**src/rtl/i2c_slv_pkg.sv**
```systemverilog
package i2c_slv_pkg;
  localparam int BYTE_W = 8;
  localparam int CNT_W  = $clog2(BYTE_W + 1);

  typedef enum logic [3:0] {
    ST_IDLE,
    ST_ADDR,
    ST_ADDR_ACK,
    ST_PTR,
    ST_PTR_ACK,
    ST_WR,
    ST_WR_ACK,
    ST_RD,
    ST_RD_ACK,
    ST_SKIP
  } xfer_state_t;
endpackage

```
**src/rtl/i2c_line_sync.sv**
```systemverilog
module i2c_line_sync #(
  parameter int STAGES = 2
) (
  input  logic clk,
  input  logic rst,
  input  logic scl_in,
  input  logic sda_in,
  output logic scl_lvl,
  output logic sda_lvl,
  output logic scl_rise,
  output logic scl_fall,
  output logic sda_rise,
  output logic sda_fall
);
  localparam int NL = 2;

  logic [NL-1:0] raw, lvl, rise, fall;
  assign raw = {scl_in, sda_in};

  for (genvar g = 0; g < NL; g++) begin : g_line
    logic [STAGES-1:0] chain;
    logic              prev_q;
    always_ff @(posedge clk) begin
      if (rst) begin
        chain  <= '1;
        prev_q <= 1'b1;
      end else begin
        chain  <= {chain[STAGES-2:0], raw[g]};
        prev_q <= chain[STAGES-1];
      end
    end
    assign lvl[g]  = chain[STAGES-1];
    assign rise[g] = chain[STAGES-1] & ~prev_q;
    assign fall[g] = ~chain[STAGES-1] & prev_q;
  end

  assign scl_lvl  = lvl[1];
  assign sda_lvl  = lvl[0];
  assign scl_rise = rise[1];
  assign scl_fall = fall[1];
  assign sda_rise = rise[0];
  assign sda_fall = fall[0];
endmodule

```
**src/rtl/i2c_bus_cond.sv**
```systemverilog
module i2c_bus_cond (
  input  logic clk,
  input  logic rst,
  input  logic scl_lvl,
  input  logic scl_fall,
  input  logic sda_rise,
  input  logic sda_fall,
  output logic start_p,
  output logic stop_p
);
  logic start_now, start_seen;

  assign start_now = scl_lvl & sda_fall;

  always_ff @(posedge clk) begin
    if (rst) begin
      start_p    <= 1'b0;
      stop_p     <= 1'b0;
      start_seen <= 1'b0;
    end else begin
      start_p <= start_now;
      // a STOP inside the high pulse that carried the START is dropped
      stop_p  <= scl_lvl & sda_rise & ~start_seen;
      if (start_now)     start_seen <= 1'b1;
      else if (scl_fall) start_seen <= 1'b0;
    end
  end

  // conditions are only reported for SCL high
  a_r2_cond_scl_high: assert property (@(posedge clk) disable iff (rst)
    (start_p || stop_p) |-> $past(scl_lvl));
endmodule

```
**src/rtl/i2c_xfer_fsm.sv**
```systemverilog
module i2c_xfer_fsm
  import i2c_slv_pkg::*;
#(
  parameter logic [6:0]        DEV_ADDR = 7'h1C,
  parameter logic [BYTE_W-1:0] REV_ADDR = 8'hFF
) (
  input  logic              clk,
  input  logic              rst,
  input  logic              scl_lvl,
  input  logic              sda_lvl,
  input  logic              scl_rise,
  input  logic              scl_fall,
  input  logic              start_p,
  input  logic              stop_p,
  input  logic [BYTE_W-1:0] rd_byte,
  output logic              sda_oe,
  output logic [BYTE_W-1:0] ptr,
  output logic [BYTE_W-1:0] wr_data,
  output logic              wr_stb
);
  localparam logic [CNT_W-1:0] FULL = CNT_W'(BYTE_W);

  xfer_state_t       state;
  logic [CNT_W-1:0]  cnt;
  logic [BYTE_W-1:0] sh, tx;
  logic              rw, nack;

  always_ff @(posedge clk) begin
    if (rst) begin
      state   <= ST_IDLE;
      cnt     <= '0;
      sh      <= '0;
      tx      <= '0;
      rw      <= 1'b0;
      nack    <= 1'b0;
      sda_oe  <= 1'b0;
      ptr     <= '0;
      wr_data <= '0;
      wr_stb  <= 1'b0;
    end else begin
      wr_stb <= 1'b0;
      if (start_p) begin
        state  <= ST_ADDR;
        cnt    <= '0;
        sda_oe <= 1'b0;
      end else if (stop_p) begin
        state  <= ST_IDLE;
        cnt    <= '0;
        sda_oe <= 1'b0;
      end else if (scl_rise) begin
        unique case (state)
          ST_ADDR, ST_PTR, ST_WR: begin
            sh  <= {sh[BYTE_W-2:0], sda_lvl};
            cnt <= cnt + 1'b1;
          end
          ST_RD:     cnt  <= cnt + 1'b1;
          ST_RD_ACK: nack <= sda_lvl;
          default: ;
        endcase
      end else if (scl_fall) begin
        unique case (state)
          ST_ADDR: if (cnt == FULL) begin
            if (sh[BYTE_W-1:1] == DEV_ADDR) begin
              sda_oe <= 1'b1;
              rw     <= sh[0];
              state  <= ST_ADDR_ACK;
            end else begin
              state  <= ST_SKIP;
            end
          end
          ST_ADDR_ACK: begin
            cnt <= '0;
            if (rw) begin
              tx     <= rd_byte;
              sda_oe <= ~rd_byte[BYTE_W-1];
              state  <= ST_RD;
            end else begin
              sda_oe <= 1'b0;
              state  <= ST_PTR;
            end
          end
          ST_PTR: if (cnt == FULL) begin
            ptr    <= sh;
            sda_oe <= 1'b1;
            state  <= ST_PTR_ACK;
          end
          ST_PTR_ACK: begin
            sda_oe <= 1'b0;
            cnt    <= '0;
            state  <= ST_WR;
          end
          ST_WR: if (cnt == FULL) begin
            sda_oe <= 1'b1;
            state  <= ST_WR_ACK;
            if (ptr != REV_ADDR) begin
              wr_stb  <= 1'b1;
              wr_data <= sh;
            end
          end
          ST_WR_ACK: begin
            sda_oe <= 1'b0;
            cnt    <= '0;
            ptr    <= ptr + 1'b1;
            state  <= ST_WR;
          end
          ST_RD: begin
            if (cnt == FULL) begin
              sda_oe <= 1'b0;
              ptr    <= ptr + 1'b1;
              state  <= ST_RD_ACK;
            end else begin
              sda_oe <= ~tx[BYTE_W-2];
              tx     <= {tx[BYTE_W-2:0], 1'b0};
            end
          end
          ST_RD_ACK: begin
            cnt <= '0;
            if (nack) begin
              sda_oe <= 1'b0;
              state  <= ST_SKIP;
            end else begin
              tx     <= rd_byte;
              sda_oe <= ~rd_byte[BYTE_W-1];
              state  <= ST_RD;
            end
          end
          default: ;
        endcase
      end
    end
  end

  // the line is only ever pulled down while SCL is low
  a_r6_oe_rise_scl_low: assert property (@(posedge clk) disable iff (rst)
    $rose(sda_oe) |-> !scl_lvl);
  // a START always leads to address collection
  a_r2_start_to_addr: assert property (@(posedge clk) disable iff (rst)
    start_p |=> (state == ST_ADDR));
  // a STOP returns to idle with SDA released
  a_r9_stop_release: assert property (@(posedge clk) disable iff (rst)
    stop_p |=> (state == ST_IDLE && !sda_oe));
  // an ignoring slave never drives the bus
  a_r3_skip_quiet: assert property (@(posedge clk) disable iff (rst)
    (state == ST_SKIP) |-> !sda_oe);
  // the write strobe lasts one cycle
  a_r4_strobe_single: assert property (@(posedge clk) disable iff (rst)
    wr_stb |=> !wr_stb);
endmodule

```
**src/rtl/i2c_reg_slave.sv**
```systemverilog
module i2c_reg_slave
  import i2c_slv_pkg::*;
#(
  parameter int                SYNC_STAGES = 2,
  parameter logic [6:0]        DEV_ADDR    = 7'h1C,
  parameter logic [BYTE_W-1:0] REV_ADDR    = 8'hFF,
  parameter logic [BYTE_W-1:0] REV_VALUE   = 8'h43
) (
  input  logic              clk,
  input  logic              rst,
  input  logic              scl_i,
  input  logic              sda_i,
  output logic              sda_oe,
  output logic [BYTE_W-1:0] reg_addr,
  output logic [BYTE_W-1:0] reg_wdata,
  output logic              reg_we,
  input  logic [BYTE_W-1:0] reg_rdata
);
  logic scl_lvl, sda_lvl, scl_rise, scl_fall, sda_rise, sda_fall;
  logic start_p, stop_p;
  logic [BYTE_W-1:0] rd_byte;

  i2c_line_sync #(.STAGES(SYNC_STAGES)) u_sync (
    .clk(clk), .rst(rst), .scl_in(scl_i), .sda_in(sda_i),
    .scl_lvl(scl_lvl), .sda_lvl(sda_lvl), .scl_rise(scl_rise),
    .scl_fall(scl_fall), .sda_rise(sda_rise), .sda_fall(sda_fall)
  );

  i2c_bus_cond u_cond (
    .clk(clk), .rst(rst), .scl_lvl(scl_lvl), .scl_fall(scl_fall),
    .sda_rise(sda_rise), .sda_fall(sda_fall),
    .start_p(start_p), .stop_p(stop_p)
  );

  // revision register overlays the external bank at one pointer value
  assign rd_byte = (reg_addr == REV_ADDR) ? REV_VALUE : reg_rdata;

  i2c_xfer_fsm #(.DEV_ADDR(DEV_ADDR), .REV_ADDR(REV_ADDR)) u_fsm (
    .clk(clk), .rst(rst), .scl_lvl(scl_lvl), .sda_lvl(sda_lvl),
    .scl_rise(scl_rise), .scl_fall(scl_fall),
    .start_p(start_p), .stop_p(stop_p), .rd_byte(rd_byte),
    .sda_oe(sda_oe), .ptr(reg_addr), .wr_data(reg_wdata), .wr_stb(reg_we)
  );

  // the revision register is never written
  a_r11_rev_protected: assert property (@(posedge clk) disable iff (rst)
    reg_we |-> (reg_addr != REV_ADDR));
endmodule

```
**config.mk**
```make
export PLATFORM = sky130hd
export DESIGN_NAME = i2c_reg_slave
export DESIGN_NICKNAME = d
export VERILOG_FILES = /design/src/rtl/i2c_slv_pkg.sv /design/src/rtl/i2c_line_sync.sv /design/src/rtl/i2c_bus_cond.sv /design/src/rtl/i2c_xfer_fsm.sv /design/src/rtl/i2c_reg_slave.sv
export SDC_FILE = /design/constraint.sdc
export NUM_CORES = 1
export LEC_CHECK = 0
export CAP_MARGIN = 20
export CELL_PAD_IN_SITES_DETAIL_PLACEMENT = 0
export CELL_PAD_IN_SITES_GLOBAL_PLACEMENT = 1
export CORE_AREA = 4 4 68 117
export CTS_CLUSTER_DIAMETER = 40
export DETAILED_ROUTE_END_ITERATION = 10
export DIE_AREA = 0 0 72 121
export PLACE_DENSITY = 0.84
export SYNTH_ARGS = -nofsm -noshare
export SYNTH_HDL_FRONTEND = slang
export SYNTH_SLANG_ARGS = --single-unit
```
**constraint.sdc**
```tcl
create_clock -name clk -period 1.8 [get_ports clk]
set_clock_uncertainty 0.05 [all_clocks]
set_input_delay 0.36 -clock clk [delete_from_list [all_inputs] [get_ports clk]]
set_output_delay 0.36 -clock clk [all_outputs]
set_load 0.05 [all_outputs]
```
==> impl_results.md <==
- Outcome: finished, violations left
- Failing checks: setup timing
- Num CTS Buffers: 5
- WP data arrival: 2.12 ns
- Multi-input gate area in the final layout: 0.00167 mm²
- Worst Setup Start Kind: flip-flop
- Mean Syn Cell Area: 8.44 µm²
- Fin. Hold Viols: 0
- Crit-path max FO: 5
- Slew HR: 74.1%
- PortBufs: 29
- Max cap viols: 0
- Seq cells post-synth: 52
- DP Area: 0.00340 mm²
- RSZ-0062 raised after global routing: true
- First-pass GRT wire length: 12.7 mm
- Critical R2R Capture: u_fsm.tx[0]$_SDFFE_PP0P_
- Top_reg_cell synth: dfxtp_1
- I/O pin count: 30
- Pin count of the biggest net entering global routing: 35
- Initial antenna violation count: 0
- Post-synth EDFFs: 0
- Routed vias: 2687
- Crit. Startpoint: u_fsm.cnt[0]$_SDFFE_PP0P_
- Clock-pin transition on the worst setup and hold timing paths: 0.07 ns
- CTS tree: done
- Vias per cell: 5.55
- Synth top area share: 40.2%
- Final Util: 55.5%
- Hold_sp: u_sync.g_line[0].chain[0]$_SDFF_PP1_
- Fin crit share: 107%
- Mapped Cells: 307
- Layout cells sized above 1: 40.5%
- GRT Total Usage: 18.8%
- Drt total wl: 8.08 mm
- Die area: 0.00871 mm²
- Main combinational cell family by area after synthesis: simple AND/OR/NAND/NOR gates
- Post-Synth XOR/XNOR Area: 1.01%
- Post-Synthesis Net Count: 322
- Ys Warns: 0
- Sequential cell area: 0.00107 mm²
- Final instance area: 0.00393 mm²
- Post-synth top area cell: dfxtp_1
- Max Clk Rate: 0.517 GHz
- Synth Area in Simple Gates: 24.6%
- Synth Area in Adders: 1.45%
- Layout area overhead: 51.6%
- Gp weighted congestion: 0.892
- Pre-Repair DR Iteration Count: 4
- Slew at the pin closest to its max-slew limit: 0.388 ns
- Root Driver: clkbuf_16
- Crit. End Element: flip-flop
- Peak VDD IR: 0.585 mV
- Sequential element share of the synthesized area: 40.2%
- Worst Setup EP: u_fsm.tx[0]$_SDFFE_PP0P_
- Cell Area, Synth: 0.00259 mm²
- CP required: 1.98 ns
- Final setup fails: 13
- Remaining global-route overflow: 0
- Die Wd: 72 µm
- HP Class: flip-flop to flip-flop
- DPL Wire Length: 5.67 mm
- N_diodes: 0
- Vias in the first global route: 2672
- Synth top area cells: dfxtp_1 (40%), mux2i_1 (7.3%), nor2_1 (4.9%)
- CP Class: flip-flop to flip-flop
- Clock Latency Late Sink: 0.29 ns
- # nets final: 412
- Pwr dens: 596 mW/mm²
- Die Height: 121 µm
- DR WL/cell: 16.7 µm
- Async set-reset flop share out of synthesis: 0%
- DRC: 0
- Fin. max-slew vios: 0
- Sink Count: 52
- Cell leakage power: 1.59 nW
- Post-route ant nets: 0
- Worst R2R Setup Slack: -0.13 ns
- Initial Util: 36.6%
- Setup TNS: -0.518 ns
- Row count: 41
- DRT iter0 DRCs: 216
- RR Startpoint: u_fsm.cnt[0]$_SDFFE_PP0P_
- Filler cells: 651
- Distinct cells, synth: 54
- Hold Slack: 0.365 ns
- Clock Path Buffers: 2
- H-tree levels: 2
- Compound-Gate Fraction of Synth Area: 20.1%
- Worst reg-to-reg path cell count: 7
- DP Worst Slack: -0.231 ns
- Core Region: 0.00708 mm²
- Fin worst setup slack: -0.134 ns
- Final critical-path required period: 1.93 ns
- Fraction of synthesized area in multiplexers: 7.34%
[logic make-up (layout without fill, tap and decap cells)]
logic type | Yosys count | after routing
compound gates | 75 | 76
xor+xnor | 3 | 3
fa+ha+maj | 3 | 3
buf+inv | 33 | 123
flops | 52 | 52
mux | 19 | 19
simple gates | 122 | 122
[state kept, by name (all words and copies together), names as in the netlist]
register,count
u_fsm.ptr,8
u_fsm.sh,8
u_fsm.wr_data,8
u_fsm.tx,7
u_fsm.cnt,4
u_fsm.state,4
u_sync.g_line.chain,4
u_sync.g_line.prev_q,2
u_cond.start_p,1
u_cond.start_seen,1
u_cond.stop_p,1
u_fsm.nack,1
u_fsm.rw,1
u_fsm.sda_oe,1
u_fsm.wr_stb,1
[critical path, cell delays in order (launching register included)]
cell      delay [ns]
dfxtp_2         0.33
inv_2           0.05
ha_4            0.15
nand3b_1        0.24
a22oi_2         0.15
a211o_4         0.37
or3_4           0.39
a21oi_2         0.13
[Yosys cell counts (2+ instances only)]
master     instances
nand3b_1           4
nor3_1            10
a31oi_1            3
nand2_1           25
nand3_1            3
mux2i_1           19
or2_2              7
a2111oi_0          2
nand4_1            5
and2_1             3
nor2b_1            5
and3_1             3
nand4b_1           2
inv_1             12
dfxtp_1           52
a22oi_1            2
nor3b_1            2
xor2_1             3
nor2_1            34
o21ai_0           11
nor4_1             2
a21oi_1           20
o31ai_1            2
ha_1               3
nand2b_1           5
buf_2              4
a211o_1            3
a221oi_1           4
clkbuf_1          13
and3b_1            2
or3_1              3
buf_4              2
o22ai_1            4
a311oi_1           2
and4_1             3
a211oi_1           8
a31o_2             3
[what timing repair did]
action                                  4_1_cts  5_1_grt
pin swaps                                    11       17
gates resized for setup                      28       39
gates cloned                                  1        0
hold buffers                                  0        0
endpoints found under the setup margin       29       36
buffers inserted                              9        3
[through the flow]
step	std cells	power [mW]
floorplan	307	1.23
global placement	465	1.29
detailed placement	465	1.29
CTS	482	2.36
global route	484	2.42
finish	484	2.34
[per-layer routing]
layer / routed length [µm] / global-route usage (%) / share of wire (%)
met2: 4510 / 35.0 / 56
met4: 351 / 11.2 / 4.3
met1: 2950 / 19.0 / 36
met5: 0 / 0 / 0
met3: 266 / 2.82 / 3.3
[worst min-delay path by stage]
| stage | slack [ns] | endpoint | cells past startpoint |
|---|---|---|---|
| floorplan | 0.34 | u_sync.g_line[0].chain[1]$_SDFF_PP1_ | 1 |
| global placement | 0.34 | u_sync.g_line[0].chain[1]$_SDFF_PP1_ | 1 |
| detailed placement | 0.35 | u_sync.g_line[0].chain[1]$_SDFF_PP1_ | 1 |
| CTS | 0.36 | u_sync.g_line[0].chain[1]$_SDFF_PP1_ | 1 |
| global route | 0.38 | u_sync.g_line[0].chain[1]$_SDFF_PP1_ | 1 |
| finish | 0.37 | u_sync.g_line[0].chain[1]$_SDFF_PP1_ | 1 |
[layout make-up]
cell class                      instances  area share, %
Clock buffer                            6           3.28
Clock inverter                          2          0.892
Tap cell                               86           2.74
Timing Repair Buffer                  103           22.2
Multi-Input combinational cell        223           42.6
Inverter                               12           1.15
Sequential cell                        52           27.2
[power breakdown]
group | switching [mW] | internal, mW | leakage [nW]
sequential | 0.00523 | 1.15 | 0.429
clock | 0.416 | 0.654 | 0.0808
combinational | 0.0588 | 0.0533 | 1.08
total | 0.480 | 1.86 | 1.59
[layout by cell type, fill, tap and decap left out, types with 4 or more instances in the layout]
cell,n
or2_2,6
a211oi_1,4
nand2_1,25
nand2b_1,5
a211oi_2,4
clkbuf_16,5
buf_6,9
nor2_1,33
o21ai_0,8
dfxtp_2,12
inv_1,10
mux2i_1,18
clkdlybuf4s50_1,11
nand3b_1,4
nor3_1,7
nor2b_1,5
buf_4,80
a21oi_1,17
o22ai_1,4
nand4_1,5
dfxtp_1,37
Note: power is estimated with default switching activity, not from simulation.
